**src/rtl/tlbx_pkg.sv**
```systemverilog
`timescale 1ns/1ps
package tlbx_pkg;
  typedef enum logic [1:0] {
    RES_HIT     = 2'd0,
    RES_MISS    = 2'd1,
    RES_INVALID = 2'd2,
    RES_MODIFY  = 2'd3
  } lk_res_e;
endpackage

```
**src/rtl/tlbx_rst_sync.sv**
```systemverilog
`timescale 1ns/1ps
module tlbx_rst_sync (
  input  logic clk,
  input  logic rst_n,
  output logic rst_sync_n
);
  logic stage1_q;
  logic stage2_q;

  always_ff @(posedge clk or negedge rst_n) begin
    if (!rst_n) begin
      stage1_q <= 1'b0;
      stage2_q <= 1'b0;
    end else begin
      stage1_q <= 1'b1;
      stage2_q <= stage1_q;
    end
  end

  assign rst_sync_n = stage2_q;
endmodule

```
**src/rtl/tlbx_entry_store.sv**
```systemverilog
`timescale 1ns/1ps
module tlbx_entry_store #(
  parameter int ENTRIES = 16,
  parameter int ENT_W   = 89,
  localparam int IDX_W  = (ENTRIES > 1) ? $clog2(ENTRIES) : 1
) (
  input  logic             clk,
  input  logic             rst_n,
  input  logic             ld_en_i,
  input  logic [IDX_W-1:0] ld_idx_i,
  input  logic [ENT_W-1:0] ld_word_i,
  output logic [ENT_W-1:0] ent_o [ENTRIES]
);
  logic [ENT_W-1:0] ent_q [ENTRIES];
  logic [ENT_W-1:0] ent_d [ENTRIES];

  for (genvar g = 0; g < ENTRIES; g++) begin : g_ent
    logic sel_en;
    assign sel_en = ld_en_i && (ld_idx_i == IDX_W'(g));

    always_comb begin
      ent_d[g] = ent_q[g];
      if (sel_en) ent_d[g] = ld_word_i;
    end

    always_ff @(posedge clk or negedge rst_n) begin
      if (!rst_n) ent_q[g] <= '0;
      else        ent_q[g] <= ent_d[g];
    end

    assign ent_o[g] = ent_q[g];
  end

  // a load lands whole at the addressed slot
  assert_load_lands_R2: assert property (@(posedge clk) disable iff (!rst_n)
    ld_en_i |=> (ent_q[$past(ld_idx_i)] == $past(ld_word_i)));
endmodule

```
**src/rtl/tlbx_match_row.sv**
```systemverilog
`timescale 1ns/1ps
module tlbx_match_row #(
  parameter int VA_W     = 32,
  parameter int PG_SHIFT = 12,
  parameter int MASK_W   = 16,
  parameter int ID_W     = 8,
  localparam int VPN_W   = VA_W - PG_SHIFT - 1,
  localparam int PFN_W   = VA_W - PG_SHIFT,
  localparam int O_D1    = 0,
  localparam int O_V1    = 1,
  localparam int O_D0    = 2,
  localparam int O_V0    = 3,
  localparam int O_PF1   = 4,
  localparam int O_PF0   = O_PF1 + PFN_W,
  localparam int O_G     = O_PF0 + PFN_W,
  localparam int O_ID    = O_G + 1,
  localparam int O_MK    = O_ID + ID_W,
  localparam int O_VP    = O_MK + MASK_W,
  localparam int ENT_W   = O_VP + VPN_W
) (
  input  logic [ENT_W-1:0] ent_i,
  input  logic [VA_W-1:0]  va_i,
  input  logic [ID_W-1:0]  asid_i,
  output logic             hit_o,
  output logic             valid_o,
  output logic             dirty_o,
  output logic [VA_W-1:0]  pa_o
);
  logic [VA_W-1:0]  eff;
  logic [VA_W-1:0]  tag_full;
  logic [VA_W-1:0]  low_mask;
  logic             id_ok;
  logic             odd;
  logic [PFN_W-1:0] pfn_sel;

  always_comb begin
    eff = '0;
    eff[PG_SHIFT:0] = '1;
    eff[PG_SHIFT+MASK_W:PG_SHIFT+1] = ent_i[O_MK +: MASK_W];
    low_mask = eff >> 1;
    tag_full = {ent_i[O_VP +: VPN_W], {(PG_SHIFT+1){1'b0}}};
    id_ok    = ent_i[O_G] || (ent_i[O_ID +: ID_W] == asid_i);
    hit_o    = id_ok && (((va_i ^ tag_full) & ~eff) == '0);
    odd      = |(va_i & eff & ~low_mask);
    pfn_sel  = odd ? ent_i[O_PF1 +: PFN_W] : ent_i[O_PF0 +: PFN_W];
    valid_o  = odd ? ent_i[O_V1] : ent_i[O_V0];
    dirty_o  = odd ? ent_i[O_D1] : ent_i[O_D0];
    pa_o     = {pfn_sel, {PG_SHIFT{1'b0}}} | (va_i & low_mask);
  end
endmodule

```
**src/rtl/tlbx_select.sv**
```systemverilog
`timescale 1ns/1ps
module tlbx_select
  import tlbx_pkg::*;
#(
  parameter int ENTRIES = 16,
  parameter int VA_W    = 32
) (
  input  logic            clk,
  input  logic            rst_n,
  input  logic [ENTRIES-1:0] hit_i,
  input  logic [ENTRIES-1:0] valid_i,
  input  logic [ENTRIES-1:0] dirty_i,
  input  logic [VA_W-1:0] pa_i [ENTRIES],
  input  logic            store_i,
  output lk_res_e         res_o,
  output logic [VA_W-1:0] pa_o,
  output logic            wr_ok_o
);
  logic [ENTRIES-1:0] grant;
  logic               found;
  logic               v_sel;
  logic               d_sel;
  logic [VA_W-1:0]    pa_sel;

  always_comb begin
    grant = '0;
    found = 1'b0;
    for (int i = 0; i < ENTRIES; i++) begin
      if (hit_i[i] && !found) begin
        grant[i] = 1'b1;
        found    = 1'b1;
      end
    end
  end

  always_comb begin
    v_sel  = 1'b0;
    d_sel  = 1'b0;
    pa_sel = '0;
    for (int i = 0; i < ENTRIES; i++) begin
      if (grant[i]) begin
        v_sel  = valid_i[i];
        d_sel  = dirty_i[i];
        pa_sel = pa_i[i];
      end
    end
  end

  always_comb begin
    if (!found)                res_o = RES_MISS;
    else if (!v_sel)           res_o = RES_INVALID;
    else if (store_i && !d_sel) res_o = RES_MODIFY;
    else                       res_o = RES_HIT;
    pa_o    = (res_o == RES_HIT) ? pa_sel : '0;
    wr_ok_o = (res_o == RES_HIT) && d_sel;
  end

  // at most one entry decides
  assert_single_grant_R10: assert property (@(posedge clk) disable iff (!rst_n)
    $onehot0(grant));
  // the deciding entry has no lower-indexed claimant
  assert_lowest_wins_R10: assert property (@(posedge clk) disable iff (!rst_n)
    (grant != '0) |-> ((hit_i & (grant - 1'b1)) == '0));
  // a miss means nothing claimed the address
  assert_miss_no_claim_R9: assert property (@(posedge clk) disable iff (!rst_n)
    (res_o == RES_MISS) |-> (hit_i == '0));
endmodule

```
**src/rtl/pair_tlb_lookup.sv**
```systemverilog
`timescale 1ns/1ps
module pair_tlb_lookup
  import tlbx_pkg::*;
#(
  parameter int ENTRIES  = 16,
  parameter int VA_W     = 32,
  parameter int PG_SHIFT = 12,
  parameter int MASK_W   = 16,
  parameter int ID_W     = 8,
  localparam int IDX_W   = (ENTRIES > 1) ? $clog2(ENTRIES) : 1,
  localparam int VPN_W   = VA_W - PG_SHIFT - 1,
  localparam int PFN_W   = VA_W - PG_SHIFT,
  localparam int ENT_W   = 4 + 2*PFN_W + 1 + ID_W + MASK_W + VPN_W
) (
  input  logic             clk,
  input  logic             rst_n,
  input  logic [VA_W-1:0]  lk_va_i,
  input  logic [ID_W-1:0]  lk_asid_i,
  input  logic             lk_store_i,
  output logic [VA_W-1:0]  lk_pa_o,
  output logic             lk_wr_ok_o,
  output logic [1:0]       lk_res_o,
  input  logic             ld_en_i,
  input  logic [IDX_W-1:0] ld_idx_i,
  input  logic [VPN_W-1:0] ld_vpn2_i,
  input  logic [MASK_W-1:0] ld_mask_i,
  input  logic [ID_W-1:0]  ld_asid_i,
  input  logic             ld_global_i,
  input  logic [PFN_W-1:0] ld_pfn_even_i,
  input  logic [PFN_W-1:0] ld_pfn_odd_i,
  input  logic             ld_valid_even_i,
  input  logic             ld_dirty_even_i,
  input  logic             ld_valid_odd_i,
  input  logic             ld_dirty_odd_i
);
  logic               rst_sync_n;
  logic [ENT_W-1:0]   ld_word;
  logic [ENT_W-1:0]   ent [ENTRIES];
  logic [ENTRIES-1:0] hit;
  logic [ENTRIES-1:0] valid;
  logic [ENTRIES-1:0] dirty;
  logic [VA_W-1:0]    pa_cand [ENTRIES];
  lk_res_e            res;

  assign ld_word = {ld_vpn2_i, ld_mask_i, ld_asid_i, ld_global_i,
                    ld_pfn_even_i, ld_pfn_odd_i,
                    ld_valid_even_i, ld_dirty_even_i,
                    ld_valid_odd_i, ld_dirty_odd_i};

  tlbx_rst_sync u_rst (
    .clk        (clk),
    .rst_n      (rst_n),
    .rst_sync_n (rst_sync_n)
  );

  tlbx_entry_store #(.ENTRIES(ENTRIES), .ENT_W(ENT_W)) u_store (
    .clk       (clk),
    .rst_n     (rst_sync_n),
    .ld_en_i   (ld_en_i),
    .ld_idx_i  (ld_idx_i),
    .ld_word_i (ld_word),
    .ent_o     (ent)
  );

  for (genvar g = 0; g < ENTRIES; g++) begin : g_row
    tlbx_match_row #(
      .VA_W(VA_W), .PG_SHIFT(PG_SHIFT), .MASK_W(MASK_W), .ID_W(ID_W)
    ) u_row (
      .ent_i   (ent[g]),
      .va_i    (lk_va_i),
      .asid_i  (lk_asid_i),
      .hit_o   (hit[g]),
      .valid_o (valid[g]),
      .dirty_o (dirty[g]),
      .pa_o    (pa_cand[g])
    );
  end

  tlbx_select #(.ENTRIES(ENTRIES), .VA_W(VA_W)) u_sel (
    .clk     (clk),
    .rst_n   (rst_sync_n),
    .hit_i   (hit),
    .valid_i (valid),
    .dirty_i (dirty),
    .pa_i    (pa_cand),
    .store_i (lk_store_i),
    .res_o   (res),
    .pa_o    (lk_pa_o),
    .wr_ok_o (lk_wr_ok_o)
  );

  assign lk_res_o = res;

  // non-hit outcomes expose no address and no permission
  assert_fault_quiet_R11: assert property (@(posedge clk) disable iff (!rst_sync_n)
    (lk_res_o != 2'd0) |-> (lk_pa_o == '0 && !lk_wr_ok_o));
  // a modify fault only arises from a store
  assert_modify_on_store_R7: assert property (@(posedge clk) disable iff (!rst_sync_n)
    (lk_res_o == 2'd3) |-> lk_store_i);
  // store permission implies a hit
  assert_perm_implies_hit_R8: assert property (@(posedge clk) disable iff (!rst_sync_n)
    lk_wr_ok_o |-> (lk_res_o == 2'd0));
endmodule

```
**config.mk**
```make
export PLATFORM = sky130hd
export DESIGN_NAME = pair_tlb_lookup
export DESIGN_NICKNAME = d
export VERILOG_FILES = /design/src/rtl/tlbx_pkg.sv /design/src/rtl/tlbx_rst_sync.sv /design/src/rtl/tlbx_entry_store.sv /design/src/rtl/tlbx_match_row.sv /design/src/rtl/tlbx_select.sv /design/src/rtl/pair_tlb_lookup.sv
export SDC_FILE = /design/constraint.sdc
export NUM_CORES = 2
export LEC_CHECK = 0
export BUFFER_PORTS_ARGS = -buffer_cell sky130_fd_sc_hd__buf_2
export CAP_MARGIN = 20
export CORE_MARGIN = 3
export CORE_UTILIZATION = 36
export DETAILED_ROUTE_END_ITERATION = 7
export PLACE_DENSITY_LB_ADDON = 0.25
export SYNTH_ARGS = -nofsm -noshare
export SYNTH_HDL_FRONTEND = slang
export SYNTH_SLANG_ARGS = --single-unit
```
**constraint.sdc**
```tcl
create_clock -name clk -period 51.9 [get_ports clk]
set_clock_uncertainty 0.1 [all_clocks]
set_input_delay 5.19 -clock clk [delete_from_list [all_inputs] [get_ports clk]]
set_output_delay 5.19 -clock clk [all_outputs]
set_load 0.05 [all_outputs]
```
==> impl_metrics.py <==
metrics = {
    "place": {
        "hpwl_um": 196000,
        "placed_area_um2": 72400,
        "portBuffers": 170,
        "finalWeightedCongestion": 0.994,
        "dp_cells": 7982,
    },
    "finish": {
        "layout.cells.non_filler": 8265,
        "final_common_cell": "mux2_2",
        "layout_common_cells": "1,460 x mux2_2, 1,409 x dfrtp_1, 560 x nand2_1",
        "fin_area_um2": 77400,
        "synthToLayoutAreaGrowth_pct": 11.3,
        "final.fill_count": 18200,
        "layout.nets": 5765,
        "drive_gt1_frac": 0.355,
    },
    "worst_hold_path": {
        "min_path_type": "reg -> reg",
        "min_from": "u_rst.stage1_q",
        "holdPathEnd": "u_rst.rst_sync_n",
        "hold_path_depth": 0,
    },
    "clock_network": {
        "cts_hold_buf": 0,
        "insertion_delay_ps": 800,
        "cts_max_level": 4,
        "clkTransAtPathRegs_ps": 60,
        "post_cts_resized": 0,
        "cts-buffers-inserted": 155,
        "clockRootBuffer": "clkbuf_16",
        "cts_tree": "done",
        "clockBufferDepth": 3,
        "cts.sinks": 1410,
        "cts_setup_buffers": 0,
    },
    "power_and_ir_drop": {
        "peakVddDrop_mv": 0.0383,
        "combPwrFrac": 0.229,
        "p_sw_mw": 1.13,
        "intPower_mw": 2.36,
        "seq_power_share": 0.455,
        "clkPwrFrac": 0.316,
        "switching_share": 0.324,
        "p_leak_nw": 33.6,
        "powerDensity_nw_per_um2": 45.1,
    },
    "logic_synthesis": {
        "syn-num-nets": 5762,
        "syn_inst": 5626,
        "async_reset_ff_frac": 1.00,
        "avgSynthCellArea_um2": 12.4,
        "ys_warn_count": 0,
        "postSynthRegisterBits": 1410,
        "synthFlopType": "dfrtp_1",
        "ys_types": 91,
        "synth_area_um2": 69500,
        "synth_edf_count": 0,
        "seq_area_frac_synth": 0.507,
    },
    "setup_path": {
        "reg2reg_from": "u_rst.rst_sync_n",
        "ff2ff_path_depth": 4,
        "ff2ff_setup_slack_ps": 47020,
        "worstSetupPathType": "in -> out",
        "worstPathMaxFanout": 36,
        "startpoint_type": "primary input",
        "cp_data_required_time_ps": 46610,
        "timing.rr.end": "u_store.ent_o[15]",
        "worst_ep_arrival_time_ps": 11390,
        "cp-end-kind": "output pin",
    },
    "sta": {
        "rsz0062_at_grt": "false",
        "fmax_ghz": 0.0600,
        "fin_crit_sh": 0.321,
        "setup_violations": 0,
        "fin_crit_ps": 16680,
        "setup_tns_ps": 0,
        "tightest_slew_ps": 1230,
        "finalHoldViolCount": 0,
        "relSlewSlack": 0.174,
        "slew_viol_final": 0,
    },
    "drt": {
        "drt-vias-per-instance": 6.08,
        "drt_iter0_drc": 6009,
        "drc": 0,
        "vias": 50300,
        "finalWirelength_um": 290000,
        "ant_nets": 0,
        "wl_per_cell_um": 35.1,
        "dr.pass1.iters": 8,
    },
    "run": {
        "cap_violations": 0,
    },
    "run_status": {
        "outcome": "complete, no violations",
    },
    "floorplan": {
        "chipWidth_um": 446,
        "start_util": 0.364,
        "core_area_um2": 191000,
        "rows": 160,
        "die_y_um": 446,
        "ioPinCount": 171,
        "dieArea_um2": 198000,
    },
    "global_route": {
        "antenna_found_initial": 21,
        "grt_overflow": 0,
        "grt_pass1_wl_um": 403000,
        "grt_max_degree": 171,
        "grt_usage": 0.287,
        "grt_pass1_vias": 48700,
    },
}
-- synth_stat cells, types with 8 or more instances --
cell type / n / area share
dfrtp_1: 1410 / 0.51
nor4_4: 9 / 0.0028
a221oi_1: 39 / 0.0049
mux2_2: 1460 / 0.24
inv_1: 22 / 0.0012
a31oi_1: 17 / 0.0015
nor3_1: 38 / 0.0027
xor2_1: 106 / 0.013
buf_6: 39 / 0.0063
o211ai_1: 14 / 0.0015
nand3b_1: 48 / 0.0052
a41o_1: 14 / 0.0020
or3_1: 8 / 0.00072
a22oi_1: 15 / 0.0016
o21ai_1: 8 / 0.00058
nor4_1: 45 / 0.0040
o21ai_0: 30 / 0.0022
buf_4: 29 / 0.0031
nand2_1: 561 / 0.030
and4_1: 8 / 0.0010
nand3_1: 73 / 0.0053
buf_1: 31 / 0.0017
buf_2: 71 / 0.0051
a2111oi_0: 15 / 0.0019
clkbuf_1: 250 / 0.013
nand4_1: 24 / 0.0022
o221ai_1: 16 / 0.0020
o22ai_1: 228 / 0.021
and3_1: 44 / 0.0040
nand4_2: 8 / 0.0014
a221o_1: 12 / 0.0017
mux2i_1: 235 / 0.034
a21oi_1: 92 / 0.0066
o2111ai_1: 10 / 0.0013
nor2_1: 81 / 0.0044
a211o_1: 10 / 0.0013
a211oi_1: 29 / 0.0031
xnor2_1: 326 / 0.041
a21boi_0: 12 / 0.0013
nor4_2: 12 / 0.0022
-- how the worst max path moves through the flow --
stage	start	end	slack, ps	depth (start not counted)
floorplan	u_rst.rst_sync_n	u_store.ent_o[0]	9590	0
global placement	lk_va_i[22]	lk_pa_o[23]	35460	13
detailed placement	lk_va_i[22]	lk_pa_o[23]	35450	13
CTS	lk_va_i[22]	lk_pa_o[23]	35430	13
global route	lk_va_i[24]	lk_pa_o[23]	35190	14
finish	lk_va_i[22]	lk_pa_o[23]	35220	13
-- sequential cells by signal (all words and copies together) (netlist names) --
signal,flops
u_rst.stage1_q,1
u_rst.rst_sync_n,1
u_store.ent_o,1408
-- worst max-delay path, cell delays in order --
cell       delay (ps)
buf_2             500
buf_4             700
xnor2_1           190
o22ai_1           120
nor4_1            580
o221ai_1          240
nor3_1            920
or2b_1            420
nor2_4            670
nand4b_2          300
nand3_4           420
a2111oi_2         610
buf_2             360
-- final cells by class --
cell class,instances,area (µm²),share of cell area
clock inverters,40,465,0.00601
inverters,22,82.6,0.00107
flip-flops and latches,1410,35300,0.456
diodes,11,27.5,0.000355
multi-input cells,3773,32300,0.417
well taps,2511,3140,0.0406
clock buffers,231,4480,0.0578
repair buffers,267,1680,0.0217
-- power groups by stage --
stage	registers [mW]	logic, mW	clock network (mW)
final	1.59	0.801	1.10
after global routing	1.62	0.845	1.16
after CTS	1.58	0.788	1.12
after detailed placement	1.60	0.785	0
after global placement	1.59	0.776	0
after floorplan	1.53	0.531	0
-- cell families (layout without fill, tap and decap cells) --
family | count (synthesis) | in the layout | share of synthesized area
multiplexers | 1695 | 1695 | 0.270
flip-flops | 1410 | 1410 | 0.507
AND/OR/NAND/NOR | 1013 | 1013 | 0.0730
AO/OA/AOI/OAI | 632 | 632 | 0.0639
buffers and inverters | 443 | 560 | 0.0311
XOR/XNOR | 432 | 432 | 0.0544
other | 1 | 12 | 0.0000539
-- metrics by stage --
step | worst slack (ps) | hold WS, ps | util | power (mW)
after global routing | 35190 | 261 | 0.405 | 3.62
after detailed placement | 35450 | 236 | 0.379 | 2.38
final | 35220 | 257 | 0.405 | 3.50
after global placement | 35460 | 240 | 0.379 | 2.36
after CTS | 35430 | 257 | 0.405 | 3.49
after floorplan | 9590 | 231 | - | 2.06
-- routing by layer --
metal | up-vias | wire length [µm] | GRT usage | share of wire
li1 | 20300 | - | - | -
met1 | 26600 | 122000 | 0.394 | 0.42
met2 | 2675 | 127000 | 0.426 | 0.44
met3 | 634 | 26500 | 0.0663 | 0.091
met4 | 6 | 15600 | 0.140 | 0.054
met5 | - | 41 | 0 | 0.00014
Note: power is estimated with default switching activity, not from simulation.
